--- config.mk ---
export PLATFORM = sky130hd
export DESIGN_NAME = irq_vector_ctrl
export DESIGN_NICKNAME = d
export VERILOG_FILES = /design/src/rtl/irqc_pkg.sv /design/src/rtl/irqc_req_latch.sv /design/src/rtl/irqc_prio_pick.sv /design/src/rtl/irqc_cfg_regs.sv /design/src/rtl/irq_vector_ctrl.sv
export SDC_FILE = /design/constraint.sdc
export NUM_CORES = 1
export LEC_CHECK = 0
export ABC_AREA = 0
export CAP_MARGIN = 20
export CELL_PAD_IN_SITES_DETAIL_PLACEMENT = 0
export CELL_PAD_IN_SITES_GLOBAL_PLACEMENT = 1
export CORE_MARGIN = 3
export CORE_UTILIZATION = 43
export DETAILED_ROUTE_END_ITERATION = 10
export PLACE_DENSITY_LB_ADDON = 0.1
export SYNTH_ARGS = -nofsm -noshare
export SYNTH_HDL_FRONTEND = slang
export SYNTH_HIERARCHICAL = 1
export SYNTH_SLANG_ARGS = --single-unit
--- constraint.sdc ---
create_clock -name clk -period 3.3 [get_ports clk]
set_input_delay 0.66 -clock clk [delete_from_list [all_inputs] [get_ports clk]]
set_output_delay 0.66 -clock clk [all_outputs]
set_load 0.05 [all_outputs]
--- src/rtl/irqc_pkg.sv ---
package irqc_pkg;
  typedef logic [1:0] cfg_addr_t;
  localparam cfg_addr_t CFG_BASE = 2'd0;
  localparam cfg_addr_t CFG_MASK = 2'd1;
  localparam cfg_addr_t CFG_EOI  = 2'd2;
endpackage

--- src/rtl/irqc_req_latch.sv ---
// Edge capture and pending latch, one slot per source line.
module irqc_req_latch #(
  parameter int N_SRC = 8
) (
  input  logic             clk,
  input  logic             rst_n,
  input  logic [N_SRC-1:0] line_i,
  input  logic [N_SRC-1:0] clr_i,
  output logic [N_SRC-1:0] pend_o
);
  logic [N_SRC-1:0] line_q;
  logic [N_SRC-1:0] pend_q;

  for (genvar g = 0; g < N_SRC; g++) begin : g_slot
    always_ff @(posedge clk or negedge rst_n) begin
      if (!rst_n) begin
        line_q[g] <= 1'b0;
        pend_q[g] <= 1'b0;
      end else begin
        line_q[g] <= line_i[g];
        // set on a rising edge, drop when the line falls or on acknowledge
        pend_q[g] <= (pend_q[g] | (line_i[g] & ~line_q[g])) & line_i[g] & ~clr_i[g];
      end
    end
  end

  assign pend_o = pend_q;
endmodule

--- src/rtl/irqc_prio_pick.sv ---
// Fixed priority: the lowest index wins.
module irqc_prio_pick #(
  parameter int N_SRC = 8,
  parameter int IDX_W = $clog2(N_SRC)
) (
  input  logic [N_SRC-1:0] req_i,
  output logic             any_o,
  output logic [IDX_W-1:0] idx_o,
  output logic [N_SRC-1:0] onehot_o
);
  always_comb begin
    idx_o    = '0;
    onehot_o = '0;
    for (int i = N_SRC - 1; i >= 0; i--) begin
      if (req_i[i]) begin
        idx_o    = IDX_W'(i);
        onehot_o = N_SRC'(1) << i;
      end
    end
  end

  assign any_o = |req_i;
endmodule

--- src/rtl/irqc_cfg_regs.sv ---
// Vector base and mask registers plus the end-of-interrupt strobe.
module irqc_cfg_regs
  import irqc_pkg::*;
#(
  parameter int N_SRC  = 8,
  parameter int VEC_W  = 8,
  parameter int IDX_W  = $clog2(N_SRC),
  parameter int BASE_W = VEC_W - IDX_W
) (
  input  logic              clk,
  input  logic              rst_n,
  input  logic              we_i,
  input  cfg_addr_t         addr_i,
  input  logic [VEC_W-1:0]  wdata_i,
  output logic [BASE_W-1:0] base_o,
  output logic [N_SRC-1:0]  mask_o,
  output logic              eoi_o
);
  logic [BASE_W-1:0] base_q;
  logic [N_SRC-1:0]  mask_q;

  always_ff @(posedge clk or negedge rst_n) begin
    if (!rst_n) begin
      base_q <= '0;
      mask_q <= '0;
    end else if (we_i) begin
      if (addr_i == CFG_BASE) base_q <= wdata_i[VEC_W-1:IDX_W];
      if (addr_i == CFG_MASK) mask_q <= wdata_i[N_SRC-1:0];
    end
  end

  assign base_o = base_q;
  assign mask_o = mask_q;
  assign eoi_o  = we_i && (addr_i == CFG_EOI);
endmodule

--- src/rtl/irq_vector_ctrl.sv ---
module irq_vector_ctrl
  import irqc_pkg::*;
#(
  parameter int N_SRC  = 8,
  parameter int VEC_W  = 8,
  localparam int IDX_W  = $clog2(N_SRC),
  localparam int BASE_W = VEC_W - IDX_W
) (
  input  logic             clk,
  input  logic             rst_n,
  input  logic [N_SRC-1:0] irq_i,
  input  logic             inta_i,
  input  logic             cfg_we_i,
  input  logic [1:0]       cfg_addr_i,
  input  logic [VEC_W-1:0] cfg_wdata_i,
  output logic             intr_o,
  output logic             vec_valid_o,
  output logic [VEC_W-1:0] vec_o
);
  logic [N_SRC-1:0]  pend;
  logic [N_SRC-1:0]  mask;
  logic [N_SRC-1:0]  active;
  logic [N_SRC-1:0]  win_oh;
  logic [N_SRC-1:0]  clr;
  logic [N_SRC-1:0]  isr_q;
  logic [IDX_W-1:0]  win_idx;
  logic [BASE_W-1:0] base;
  logic              any_active;
  logic              eoi;
  logic              ack;
  logic              vec_valid_q;
  logic [VEC_W-1:0]  vec_q;

  irqc_cfg_regs #(.N_SRC(N_SRC), .VEC_W(VEC_W)) i_cfg (
    .clk    (clk),
    .rst_n  (rst_n),
    .we_i   (cfg_we_i),
    .addr_i (cfg_addr_t'(cfg_addr_i)),
    .wdata_i(cfg_wdata_i),
    .base_o (base),
    .mask_o (mask),
    .eoi_o  (eoi)
  );

  irqc_req_latch #(.N_SRC(N_SRC)) i_latch (
    .clk   (clk),
    .rst_n (rst_n),
    .line_i(irq_i),
    .clr_i (clr),
    .pend_o(pend)
  );

  assign active = pend & ~mask;

  irqc_prio_pick #(.N_SRC(N_SRC)) i_pick (
    .req_i   (active),
    .any_o   (any_active),
    .idx_o   (win_idx),
    .onehot_o(win_oh)
  );

  assign intr_o = any_active && (isr_q == '0);
  assign ack    = inta_i && intr_o;
  assign clr    = ack ? win_oh : '0;

  always_ff @(posedge clk or negedge rst_n) begin
    if (!rst_n) begin
      isr_q       <= '0;
      vec_valid_q <= 1'b0;
      vec_q       <= '0;
    end else begin
      isr_q       <= (eoi ? '0 : isr_q) | clr;
      vec_valid_q <= ack;
      if (ack) vec_q <= {base, win_idx};
    end
  end

  assign vec_valid_o = vec_valid_q;
  assign vec_o       = vec_q;
endmodule

# Word-level counts from Yosys, hierarchy flattened
# Index checks and enable logic that the tools add are counted.
# totals
in_bits,22
output_inout_bits,10
elab_cells,100
reg_bits,46
# classes
muxes,18
eq_ne,2
bitwise,51
n_reduce_logical,8
# ops
cell,n
$mux 8,10
$and 1x1->1,24
$mux 3,8
$not 1->1,16
$and 8x8->8,1
$logic_not 8->1,1
$not 8->8,1
$or 1x1->1,8
$or 8x8->8,1
$reduce_or 8->1,1
$reduce_and 2->1,2
$logic_and 1x1->1,3
$eq 2x1->1 const B,1
$eq 2x2->1 const B,1
$logic_not 2->1,1

# Logic depth before layout (Yosys ltp)
# logic_depth
ltp_word,13
mapped_depth,9

# Modules after synthesis
# The synthesis kept the hierarchy.
# by_module_without_submodules
module,n_inst,cells_per_inst,area_per_inst_um2
irq_vector_ctrl,1,57,763.2
irqc_req_latch,1,32,610.6
irqc_cfg_regs,1,30,509.2
irqc_prio_pick,1,23,145.1

# Worst setup path after synthesis
# No wires, ideal clock.
# synth_timing
path_kind,register to output
from,reg i_latch.pend_q[0] (netlist: i_latch/pend_o[0])
to,out intr_o
path_slack_ns,-0.383
path_stages_with_launch,7
arrival_ns,3.023
n_path_buf,0
cell_sequence,dfrtp_1 > nor2b_1 > or4_4 > nor3_2 > nand2_1 > or4b_4 > nor4_1
# synth_between
elab_chain_len,3
# synth_lines
item,line_no,text
start: declaration,irqc_req_latch.sv:12,logic [N_SRC-1:0] pend_q;
start signal: indexed assignment,irqc_req_latch.sv:22,pend_q[g] <= (pend_q[g] | (line_i[g] & ~line_q[g])) & line_i[g] & ~clr_i[g];
$and 8x8->8,irq_vector_ctrl.sv:53,assign active = pend & ~mask;
net active[0],irq_vector_ctrl.sv:22,logic [N_SRC-1:0] active;
$reduce_or 8->1,irqc_prio_pick.sv:22,assign any_o = |req_i;
net any_active,irq_vector_ctrl.sv:28,logic any_active;
$logic_and 1x1->1,irq_vector_ctrl.sv:62,assign intr_o = any_active && (isr_q == '0);
end: declaration,irq_vector_ctrl.sv:16,"output logic intr_o,"
# The timed path passes the listed nets, and every way through them passes these cells.

# Worst setup path after layout
# layout_timing
from,reg i_latch.pend_q[1] (netlist: i_latch/pend_o[1])
to,out intr_o
# The elaborated chain is that of the path after synthesis.

==> flow_summary.toml <==
[timing]
holdWs_ns = 0.280
finalHoldViolCount = 0
maxSlewViolCount = 0
fin_tns_setup_ns = 0
max-slew-margin-rel = 0.665
max_slew.worst_pin.slew_ns = 0.502
setup_ws_ns = 0.259
setup_viol = 0
finalClockSkew_ns = 0.00378
clock.fmax_mhz = 329
fin_crit_sh = 0.922
final.min_clock_period_ns = 3.04
rsz0062_at_grt = "false"

[worst_setup_path]
worstPathArrival_ns = 2.38
worst_r2r_path_depth = 8
critPathMaxStageDelay_ns = 0.48
path_class = "flop to output pin"
regToRegSetupSlack_ns = 0.73
r2r-end = "vec_o[7]"
worst_ep_required_time_ns = 2.64
end_kind = "output pin"
critPathSlowestCell = "or4b_4"
crit_chain = "nor2b_1 -> or4_4 -> nor3_2 -> nand2_1 -> or4b_4 -> nor4_2 -> buf_12"
cp-start-kind = "flop"
cp_max_fo = 6
r2r-start = "i_latch/pend_o[1]"

[worst_hold_path]
hp-class = "primary input to async pin"

[finish]
seq_area_mm2 = 0.00115
final_core_util = 0.570
area_growth_pct = 24.9
multiInputGateArea_um2 = 852
layout-drive-gt1-share = 0.293
n_fill_cell = 391
n_antenna_cell = 0
finalNetCount = 202
fin_area_mm2 = 0.00253

[clock_network]
cts_setup_buffers = 0
clock_latency_ns = 0.29
cts_buffers = 5
ctsHoldBuffers = 0
cts_buffer_depth = 2
tritoncts = "done"
clock-root-buffer = "clkbuf_8"
clkSlewWorstSetupHoldPaths_ns = 0.08
cts_resized = 0
htree_num_levels = 2
clkSinkCount = 46

[route]
drc = 0
viasPerCell = 5.14
totalWireLength_mm = 3.56
drtIter0Drc = 75
ant_nets = 0
vias = 1198
post_drt_wl_per_cell_um = 15.3
drt_first_pass_iters = 3

[yosys]
synth-edff-count = 0
synth_top_area_frac = 0.568
syn-cell-area_mm2 = 0.00203
syn_nets = 164
seq_area_frac_synth = 0.568
synth_ff_type = "dfrtp_1"
netlist_instances = 142
synth_largest_area_cell = "dfrtp_1"
yosys_register_bits = 46
synthArstFlopShare = 1.00
yosys-top-cells-area = "dfrtp_1 (57%), mux2_2 (10%), nor2b_4 (5.4%), nor3b_2 (4.9%), a22o_1 (3.5%)"
syn_avg_cell_area_um2 = 14.3
yosysUniqueCellTypes = 30
yosys_warnings = 6

[place]
pre_cts_slack_ns = 0.555
hpwl_mm = 2.60
place.port_buffers = 31
gp_congestion = 0.772
placed_area_mm2 = 0.00241

[floorplan]
start_util = 0.456
fp.dieH_um = 74.7
row_count = 24
ioPinCount = 32
die_area_mm2 = 0.00558
fp.dieW_um = 74.7
core_area_mm2 = 0.00444

[grt]
antenna_found_initial = 0
overflow = 0
gr-usage-all-layers = 0.146
grt_pass1_wl_mm = 6.07
grt_start_max_net_pins = 47
grt_pass1_vias = 1315

[pwr]
ir_drop_v = 0.000363
power_density_mw_per_mm2 = 784
p_leak_nw = 1.11

[run_status]
status = "completed"

[job]
maxCapViolations = 0
==> layout make-up <==
class | count | area share
clock inverters | 1 | 0.0119
well taps | 52 | 0.0257
clock buffers | 7 | 0.0301
repair buffers | 34 | 0.138
inverters | 2 | 0.00296
multi-input cells | 91 | 0.336
flip-flops and latches | 46 | 0.455
==> registers in the layout (all words and copies together) (netlist names) <==
register	cells
i_cfg/base_o	5
i_cfg/mask_o	8
i_latch/line_q	8
i_latch/pend_o	8
isr_q	8
vec_o	8
vec_valid_o	1
==> per-layer routing <==
| metal | GRT usage | vias up | wire [um] |
|---|---|---|---|
| met4 | 0.0474 | 0 | 15 |
| li1 | - | 576 | - |
| met5 | 0 | - | 0 |
| met2 | 0.227 | 23 | 1740 |
| met1 | 0.195 | 597 | 1670 |
| met3 | 0.0481 | 2 | 132 |
==> power by group <==
part	switching (mW)	internal (mW)
sequential	0.0841	0.696
combinational	0.445	0.364
clock	0.170	0.226
total	0.699	1.29
==> worst max-delay path: cells and delay by family, from the launching register on <==
| kind | cells | cell delay (ns) |
|---|---|---|
| AND/OR/NAND/NOR | 6 | 1.52 |
| flip-flops | 1 | 0.39 |
| buffers and inverters | 1 | 0.19 |
==> layout by cell type (no fill, tap or decap), drive strengths merged, types with 2 or more instances in the layout <==
cell type,count
clkdlybuf4s50,29
inv,2
nor4,2
nor2b,18
nand2,2
dfrtp,46
mux2,21
clkbuf,7
nor2,6
a22o,8
buf,5
and2,10
nor3b,12
or4b,2
==> Yosys cell counts, types with 2 or more instances <==
cell type  instances
nor2_1             6
inv_1              2
mux2_2            18
mux2_1             3
nor3b_1            3
nor3b_2            8
nor2b_4            8
dfrtp_1           46
a22o_1             8
and2_1            10
nand2_1            2
nor2b_1           10
==> cells by family (layout without fill, tap and decap cells) <==
| kind of cell | Yosys count | in the layout | share of synthesized area |
|---|---|---|---|
| muxes | 21 | 21 | 0.117 |
| AOI/OAI and AO/OA | 13 | 13 | 0.0512 |
| DFF | 46 | 46 | 0.568 |
| and+or+nand+nor | 57 | 57 | 0.249 |
| buffers and inverters | 5 | 44 | 0.0154 |
==> worst max path at each step <==
stage | from | to | depth (start not counted)
3_5_place_dp | i_latch/pend_o[1] | intr_o | 7
6_report | i_latch/pend_o[1] | intr_o | 7
3_3_place_gp | i_latch/pend_o[1] | intr_o | 7
4_1_cts | i_latch/pend_o[1] | intr_o | 7
5_1_grt | i_latch/pend_o[1] | intr_o | 7
2_1_floorplan | i_latch/pend_o[0] | intr_o | 6
==> through the flow <==
stage / total power, mW / cells
3_3_place_gp: 1.59 / 224
3_5_place_dp: 1.60 / 224
5_1_grt: 2.10 / 233
6_report: 1.99 / 233
2_1_floorplan: 1.33 / 142
4_1_cts: 2.01 / 232
Power figures use the tool's default switching activity.
